**src/rtl/trim_pkg.sv**
```systemverilog
package trim_pkg;
    typedef enum logic [1:0] {
        ST_IDLE   = 2'd0,
        ST_SETUP  = 2'd1,
        ST_HIGH   = 2'd2,
        ST_STROBE = 2'd3
    } ld_state_t;
endpackage

```
**src/rtl/trim_frame_build.sv**
```systemverilog
module trim_frame_build #(
    parameter int CH_COUNT = 21,
    parameter int CH_W     = 5,
    parameter int SUB_W    = 3,
    parameter int VAL_W    = 8,
    parameter int SEL_W    = 2,
    localparam int FRAME_W = SUB_W + VAL_W
) (
    input  logic [CH_W-1:0]    chan,
    input  logic [VAL_W-1:0]   value,
    output logic [FRAME_W-1:0] frame,
    output logic [SEL_W-1:0]   sel_code,
    output logic               chan_ok
);
    always_comb begin
        frame    = {chan[SUB_W-1:0], value};
        sel_code = SEL_W'(chan >> SUB_W) + SEL_W'(1);
        chan_ok  = (chan < CH_W'(CH_COUNT));
    end
endmodule

```
**src/rtl/trim_phase_timer.sv**
```systemverilog
module trim_phase_timer #(
    parameter int W = 8
) (
    input  logic         clk,
    input  logic         rst_n,
    input  logic         run,
    input  logic [W-1:0] len,
    output logic         tick
);
    logic [W-1:0] cnt;

    assign tick = run && (cnt == len - W'(1));

    always_ff @(posedge clk) begin
        if (!rst_n) begin
            cnt <= '0;
        end else if (!run || tick) begin
            cnt <= '0;
        end else begin
            cnt <= cnt + W'(1);
        end
    end
endmodule

```
**src/rtl/trim_shift_reg.sv**
```systemverilog
module trim_shift_reg #(
    parameter int W = 11,
    localparam int CW = $clog2(W)
) (
    input  logic         clk,
    input  logic         rst_n,
    input  logic         load,
    input  logic [W-1:0] frame,
    input  logic         shift,
    output logic         msb,
    output logic         last_bit
);
    logic [W-1:0]  sr;
    logic [CW-1:0] rem;

    assign msb      = sr[W-1];
    assign last_bit = (rem == '0);

    always_ff @(posedge clk) begin
        if (!rst_n) begin
            sr  <= '0;
            rem <= '0;
        end else if (load) begin
            sr  <= frame;
            rem <= CW'(W - 1);
        end else if (shift) begin
            sr  <= {sr[W-2:0], 1'b0};
            rem <= rem - CW'(1);
        end
    end
endmodule

```
**src/rtl/trim_dac_loader.sv**
```systemverilog
module trim_dac_loader
    import trim_pkg::*;
#(
    parameter int CH_COUNT = 21,
    parameter int SUB_W    = 3,
    parameter int VAL_W    = 8,
    parameter int SEL_W    = 2,
    parameter int PH_W     = 8,
    localparam int CH_W    = $clog2(CH_COUNT),
    localparam int FRAME_W = SUB_W + VAL_W
) (
    input  logic             clk,
    input  logic             rst_n,
    input  logic             start,
    input  logic [CH_W-1:0]  chan,
    input  logic [VAL_W-1:0] value,
    input  logic [PH_W-1:0]  phase_cycles,
    output logic             busy,
    output logic             done,
    output logic             err,
    output logic             sclk,
    output logic             sdata,
    output logic [SEL_W-1:0] load_sel
);
    ld_state_t            state, state_nx;
    logic [FRAME_W-1:0]   frame;
    logic [SEL_W-1:0]     sel_code, sel_q;
    logic                 chan_ok;
    logic [PH_W-1:0]      phase_q;
    logic                 accept, reject, tick, msb, last_bit, shift;
    logic                 done_q, err_q;

    trim_frame_build #(
        .CH_COUNT(CH_COUNT), .CH_W(CH_W), .SUB_W(SUB_W),
        .VAL_W(VAL_W), .SEL_W(SEL_W)
    ) u_frame (
        .chan(chan), .value(value), .frame(frame),
        .sel_code(sel_code), .chan_ok(chan_ok)
    );

    trim_phase_timer #(.W(PH_W)) u_timer (
        .clk(clk), .rst_n(rst_n), .run(state != ST_IDLE),
        .len(phase_q), .tick(tick)
    );

    trim_shift_reg #(.W(FRAME_W)) u_shift (
        .clk(clk), .rst_n(rst_n), .load(accept), .frame(frame),
        .shift(shift), .msb(msb), .last_bit(last_bit)
    );

    assign accept = (state == ST_IDLE) && start && chan_ok;
    assign reject = (state == ST_IDLE) && start && !chan_ok;
    assign shift  = (state == ST_HIGH) && tick && !last_bit;

    // state register
    always_ff @(posedge clk) begin
        if (!rst_n) begin
            state   <= ST_IDLE;
            phase_q <= PH_W'(1);
            sel_q   <= '0;
            done_q  <= 1'b0;
            err_q   <= 1'b0;
        end else begin
            state  <= state_nx;
            done_q <= (state == ST_STROBE) && tick;
            err_q  <= reject;
            if (accept) begin
                phase_q <= (phase_cycles == '0) ? PH_W'(1) : phase_cycles;
                sel_q   <= sel_code;
            end
        end
    end

    // next-state logic
    always_comb begin
        state_nx = state;
        unique case (state)
            ST_IDLE:   if (accept) state_nx = ST_SETUP;
            ST_SETUP:  if (tick)   state_nx = ST_HIGH;
            ST_HIGH:   if (tick)   state_nx = last_bit ? ST_STROBE : ST_SETUP;
            ST_STROBE: if (tick)   state_nx = ST_IDLE;
            default:               state_nx = ST_IDLE;
        endcase
    end

    // outputs
    always_comb begin
        busy     = 1'b1;
        sclk     = 1'b0;
        sdata    = 1'b0;
        load_sel = '0;
        unique case (state)
            ST_IDLE:   busy = 1'b0;
            ST_SETUP:  sdata = msb;
            ST_HIGH: begin
                sclk  = 1'b1;
                sdata = msb;
            end
            ST_STROBE: load_sel = sel_q;
            default:   busy = 1'b0;
        endcase
        done = done_q;
        err  = err_q;
    end
endmodule

```
**config.mk**
```make
export PLATFORM = sky130hd
export DESIGN_NAME = trim_dac_loader
export DESIGN_NICKNAME = d
export VERILOG_FILES = /design/src/rtl/trim_pkg.sv /design/src/rtl/trim_frame_build.sv /design/src/rtl/trim_phase_timer.sv /design/src/rtl/trim_shift_reg.sv /design/src/rtl/trim_dac_loader.sv
export SDC_FILE = /design/constraint.sdc
export NUM_CORES = 1
export LEC_CHECK = 0
export BUFFER_PORTS_ARGS = -buffer_cell sky130_fd_sc_hd__buf_2
export CAP_MARGIN = 15
export CORE_MARGIN = 4
export CORE_UTILIZATION = 38
export CTS_CLUSTER_DIAMETER = 50
export DETAILED_ROUTE_END_ITERATION = 6
export GPL_TIMING_DRIVEN = 0
export PLACE_DENSITY = 0.72
export SYNTH_ARGS = -nofsm -noshare
export SYNTH_HDL_FRONTEND = slang
export SYNTH_SLANG_ARGS = --single-unit
```
**constraint.sdc**
```tcl
create_clock -name clk -period 2.1 [get_ports clk]
set_clock_uncertainty 0.1 [all_clocks]
set_input_delay 0.42 -clock clk [delete_from_list [all_inputs] [get_ports clk]]
set_output_delay 0.42 -clock clk [all_outputs]
set_load 0.05 [all_outputs]
```
Yosys cells after proc, flatten, opt, wreduce, memory -nomap -nowiden
Index checks and enable logic that the tools add are counted.

word-level totals
  register bits = 37
  bits in latches = 0
  RAM bits = 0
  bits in read-only memories = 0
  input bits = 24
  output and inout bits = 7
  logic and storage cells = 58
  memories kept = 0

cells by class
  add/sub/neg operators = 4
  multiply operators = 0
  divide/modulo/power cells = 0
  order comparisons = 1
  equal/unequal tests = 8
  shift operators = 0
  muxes and demuxes = 15
  bitwise logic cells = 1
  reduce and logical (&&, ||, !) cells = 20

operator list
  cell                 number
  $mux 11              2
  $mux 2               6
  $add 8x1->8 const B  1
  $eq 8x8->1           1
  $logic_not 8->1      1
  $mux 4               2
  $mux 8               1
  $ne 2x2->1 const B   4
  $pmux 2 s4           1
  $sub 8x1->8 const B  1
  $logic_and 1x1->1    7
  $reduce_or 2->1      3
  $lt 5x5->1 const B   1
  $eq 2x2->1 const B   2
  $logic_not 4->1      1
  $reduce_and 4->1     1
  $reduce_bool 2->1    2
  $sub 4x1->4 const B  1
  $logic_not 1->1      3
  $mux 1               3
  $add 2x1->2 const B  1
  $eq 2x1->1 const B   1
  $logic_not 2->1      1
  $logic_or 1x1->1     1
  $not 1->1            1

Depth between registers and ports, before layout
  depth in word-level cells = 7
  mapped depth = 10
  depth with buffers taken out = 9

Cells and area by module
A second synthesis with hierarchy kept.

unflattened totals
  cells, all modules = 241
  area total of the unflattened synthesis = 2,169.6 sq um

by module, submodules not included
  module            instances  cells each  area an instance (sq um)  sequential area each (sq um)
  trim_shift_reg    1          79          733.2                     300.3
  trim_dac_loader   1          76          701.9                     280.3
  trim_phase_timer  1          69          606.8                     160.2
  trim_frame_build  1          17          127.6                     0.0

Worst setup path before layout
Ideal clock, no wire load.

  kind = reg2reg
  from = register state[0]
  to = register u_shift.sr[10]
  setup time = 0.133 ns
  arrival = 2.072 ns
  required time = 1.867 ns
  slack = -0.204 ns
  cell stages (with the launch flop) = 10
  path buffers = 2
  clock period less this slack = 2.304 ns
  cell sequence = dfxtp_1 inv_1 ha_1 clkbuf_1 inv_1 nand3_1 nor3_4 buf_8 mux2i_1 a21oi_1

on the way
  word-level cells in the longest chain between the ends = 5
  elaborated cells between the ends (all ways) = 10
  classes of those cells = 1 x eq/ne; 1 x mux; 8 x reduce/logical

RTL lines
  item                                RTL line                RTL
  start: declaration                  trim_dac_loader.sv:25   ld_state_t state, state_nx;
  start signal: assignment            trim_dac_loader.sv:64   state <= state_nx;
  $reduce_bool 2->1                   trim_dac_loader.sv:42   .clk(clk), .rst_n(rst_n), .run(state != ST_IDLE),
  $logic_and 1x1->1                   trim_phase_timer.sv:12  assign tick = run && (cnt == len - W'(1));
  $logic_and 1x1->1 (2 in a row)      trim_dac_loader.sv:53   assign shift = (state == ST_HIGH) && tick && !last_bit;
  $reduce_bool 2->1 (no source line)  n/a
  end signal: assignment              trim_shift_reg.sv:24    sr <= frame;
  end signal: assignment              trim_shift_reg.sv:27    sr <= {sr[W-2:0], 1'b0};
  end: declaration                    trim_shift_reg.sv:13    logic [W-1:0] sr;

Several ways; a longest one is shown, not always the timed one.
A chain may end at the register's enable or synchronous reset.

Worst setup path after layout
  from = register phase_q[0]
  to = register u_shift.sr[7]

on the way
  word-level cells in the longest chain between the ends = 6

RTL lines
  item                                RTL line                RTL
  start: declaration                  trim_dac_loader.sv:29   logic [PH_W-1:0] phase_q;
  start signal: assignment            trim_dac_loader.sv:68   phase_q <= (phase_cycles == '0) ? PH_W'(1) : phase_cycles;
  $sub 8x1->8                         trim_phase_timer.sv:12
  $eq 8x8->1                          trim_phase_timer.sv:12
  $logic_and 1x1->1                   trim_phase_timer.sv:12
  $logic_and 1x1->1 (2 in a row)      trim_dac_loader.sv:53
  $reduce_bool 2->1 (no source line)  n/a

Every way passes these cells.

==> reports/metrics.csv <==
stage;metric;value;unit
timing;setup_slack;-0.1391;ns
global_routing;grt_pass1_wl;7562;um
detailed_routing;drc_errors;0;
run;drv_cap;0;
detailed_routing;wl_per_cell;13.65;um
layout;fin_nets;286;
setup_path;path_buf_inv;1;
layout;fin_cells;320;
detailed_routing;final_antenna_net_count;0;
power;swShare;37.59;%
detailed_routing;viasPerCell;5.106;
power;power.internal;1.558;mW
synthesis;synth_seq_cells;37;
timing;tightest_slew;0.4467;ns
clock_network;clk_latency;0.28;ns
place;post-place-ws;-0.2823;ns
hold_path;hold_class;input pin to flop;
setup_path;path_max_fanout;9;
timing;min_period;2.239;ns
power;powerDensity;1017;nW/um2
timing;tns;-2.334;ns
detailed_routing;drt_iter0_drc;73;
die;die-area;6094;um2
clock_network;cts_max_level;2;
synthesis;synth_cell_type_count;40;
setup_path;slowest_stage;or3_4;
synthesis;synth_nets;238;
synthesis;synthCells;205;
layout;ff_latch_area;750.7;um2
power;ir_drop;0.0005334;V
layout;num_antenna_cells;0;
power;combPwrFrac;43.7;%
synthesis;synth_top_cells_by_area;dfxtp_1, mux2i_1, ha_1, o21ai_0, xnor2_1;
timing;setup_violations;25;
clock_network;clockBufferDepth;2;
clock_network;clock_sink_count;37;
setup_path;startpoint_type;flop;
synthesis;ys_seq_area_share;39.70;%
synthesis;syn_area;1866;um2
detailed_routing;dr.pass1.iters;4;
place;gp_congestion;0.8050;
power;p_seq_share;36.6;%
synthesis;ys_warn_count;0;
clock_network;cts_tree;built;
setup_path;worstPathRequired;2.15;ns
timing;max_freq;0.4466;GHz
synthesis;synth_area_per_cell;9.100;um2
global_routing;grt_pass1_vias;1715;
timing;whs;0.2403;ns
setup_path;worstSetupEndpointType;flop;
place;place_hpwl;3086;um
power;power.switching;0.9387;mW
synthesis;synthTopCellsByCount;dfxtp_1, nor2_1, o21ai_0;
timing;layout_worst_path_cycle_share;106.6;%
setup_path;crit_family;simple AND/OR/NAND/NOR gates;
power;clkPwrFrac;19.6;%
setup_path;critical-path-max-stage-delay;0.39;ns
setup_path;path_cells;or3_4, maj3_2, nor2_4, o311ai_4, nor3_4, buf_8, mux2i_1, a21oi_1;
timing;rsz0062_at_grt;yes;
global_routing;grt-ovfl-total;0;
synthesis;synth_top_area_share;39.70;%
die;die_w;78.07;um
setup_path;crit_arrival;2.29;ns
outcome;outcome;finished, violations left;
timing;slew_headroom;70.22;%
layout;multiInputGateArea;1196;um2
synthesis;synth_area_leader_cell;dfxtp_1;
clock_network;cts_made_buffers;5;
clock_network;path_clk_slew;0.07;ns
layout;areaGrowthSynthToFinish;31.59;%
detailed_routing;wl;4369;um
setup_path;crit_type;flop to flop;
place;dp.cells;303;
timing;slew_violations;0;
synthesis;synth-edff-count;0;
layout;fillers;455;
place;dpl_cell_area;2160;um2
layout;stdcell_area;2455;um2
synthesis;synth_flop_cell;dfxtp_1;
timing;hold_viol;0;
die;rows;25;
die;core_area;4755;um2
detailed_routing;vias;1634;
clock_network;root_buffer;clkbuf_8;
global_routing;grtUsageTotal;15.24;%
layout;drive_above_1_share;33.60;%
power;p_leak;0.9745;nW
die;ios;31;
die;start_util;39.24;%
clock_network;postCtsHoldBufs;0;
place;io_buffers;30;
die;die_y;78.07;um
outcome;violations;negative setup slack;
global_routing;grt_start_max_net_pins;11;
synthesis;async_reset_ff_share;0;%
global_routing;antenna_found_initial;0;
synthesis;synth.most_common_cell;dfxtp_1;
## area by class of cell
class                      instances  share of cell area, %
inverter                          10                  1.682
buffer                             6                  1.529
timing repair buffer              43                  10.55
tap                               67                  3.415
sequential                        37                  30.58
multi-input combinational        150                  48.73
clock buffer                       7                  3.517
## per-stage QoR
step / util, % / total power [mW]
floorplan: - / 1.538
global placement: 45.32 / 1.704
detailed placement: 45.42 / 1.731
CTS: 50.13 / 2.430
global route: 51.63 / 2.656
finish: 51.63 / 2.497
## sequential cells by signal, summed over array words and instances (netlist names)
signal       flops
phase_q          8
u_shift.sr      11
sel_q            2
done             1
u_timer.cnt      8
u_shift.rem      4
err              1
state            2
## metal layers
layer | vias up | global-route usage, % | wire length, um
li1 | 823 | - | -
met1 | 769 | 18.38 | 1916
met2 | 33 | 26.03 | 2191
met3 | 9 | 4.358 | 190
met4 | 0 | 5.070 | 70
met5 | - | 0 | 0
## worst paths after layout
path | cells past startpoint | from | to | slack, ns
hold / removal | 3 | value[0] | u_shift.sr[0] | 0.24
setup / recovery | 8 | phase_q[0] | u_shift.sr[7] | -0.14
hold reg to reg | 2 | sel_q[0] | sel_q[0] | 0.36
setup reg to reg | 8 | phase_q[0] | u_shift.sr[7] | -0.14
## what timing repair did
item / CTS / global route
pin swaps: 13 / 9
resized for setup: 17 / 17
setup buffers: 9 / 3
setup endpoints to repair: 32 / 36
## power by group through the flow
stage / Sequential (mW) / Clock, mW / Combinational [mW]
floorplan: 0.897 / 0 / 0.642
global placement: 0.911 / 0 / 0.793
detailed placement: 0.915 / 0 / 0.816
CTS: 0.908 / 0.509 / 1.01
global route: 0.930 / 0.535 / 1.19
finish: 0.915 / 0.490 / 1.09
## cell families (layout without fill, tap and decap cells)
| family | after synthesis | after routing | share of synthesized area (%) |
|---|---|---|---|
| flops | 37 | 37 | 39.70 |
| fa+ha+maj | 10 | 10 | 6.640 |
| simple gates | 63 | 63 | 18.04 |
| buf+inv | 18 | 66 | 4.226 |
| mux | 12 | 12 | 6.439 |
| xor+xnor | 16 | 16 | 7.512 |
| compound gates | 49 | 49 | 17.44 |
## layout by cell type (no fill, tap or decap), types with 8 or more instances in the layout
| cell | count |
|---|---|
| dfxtp_1 | 29 |
| nand3_1 | 8 |
| dfxtp_2 | 8 |
| ha_1 | 8 |
| xnor2_1 | 8 |
| nand2_1 | 10 |
| buf_2 | 30 |
| o21ai_0 | 14 |
| nor2_1 | 15 |
| buf_4 | 9 |
| mux2i_1 | 12 |
| a21oi_1 | 11 |
## worst reg2reg max path: stages, from the launching register on
cell and delay [ns]:
dfxtp_2 0.34, or3_4 0.39, maj3_2 0.33, nor2_4 0.11
o311ai_4 0.14, nor3_4 0.23, buf_8 0.18, mux2i_1 0.22
a21oi_1 0.08
No activity file was read; power rests on OpenSTA's default activity.
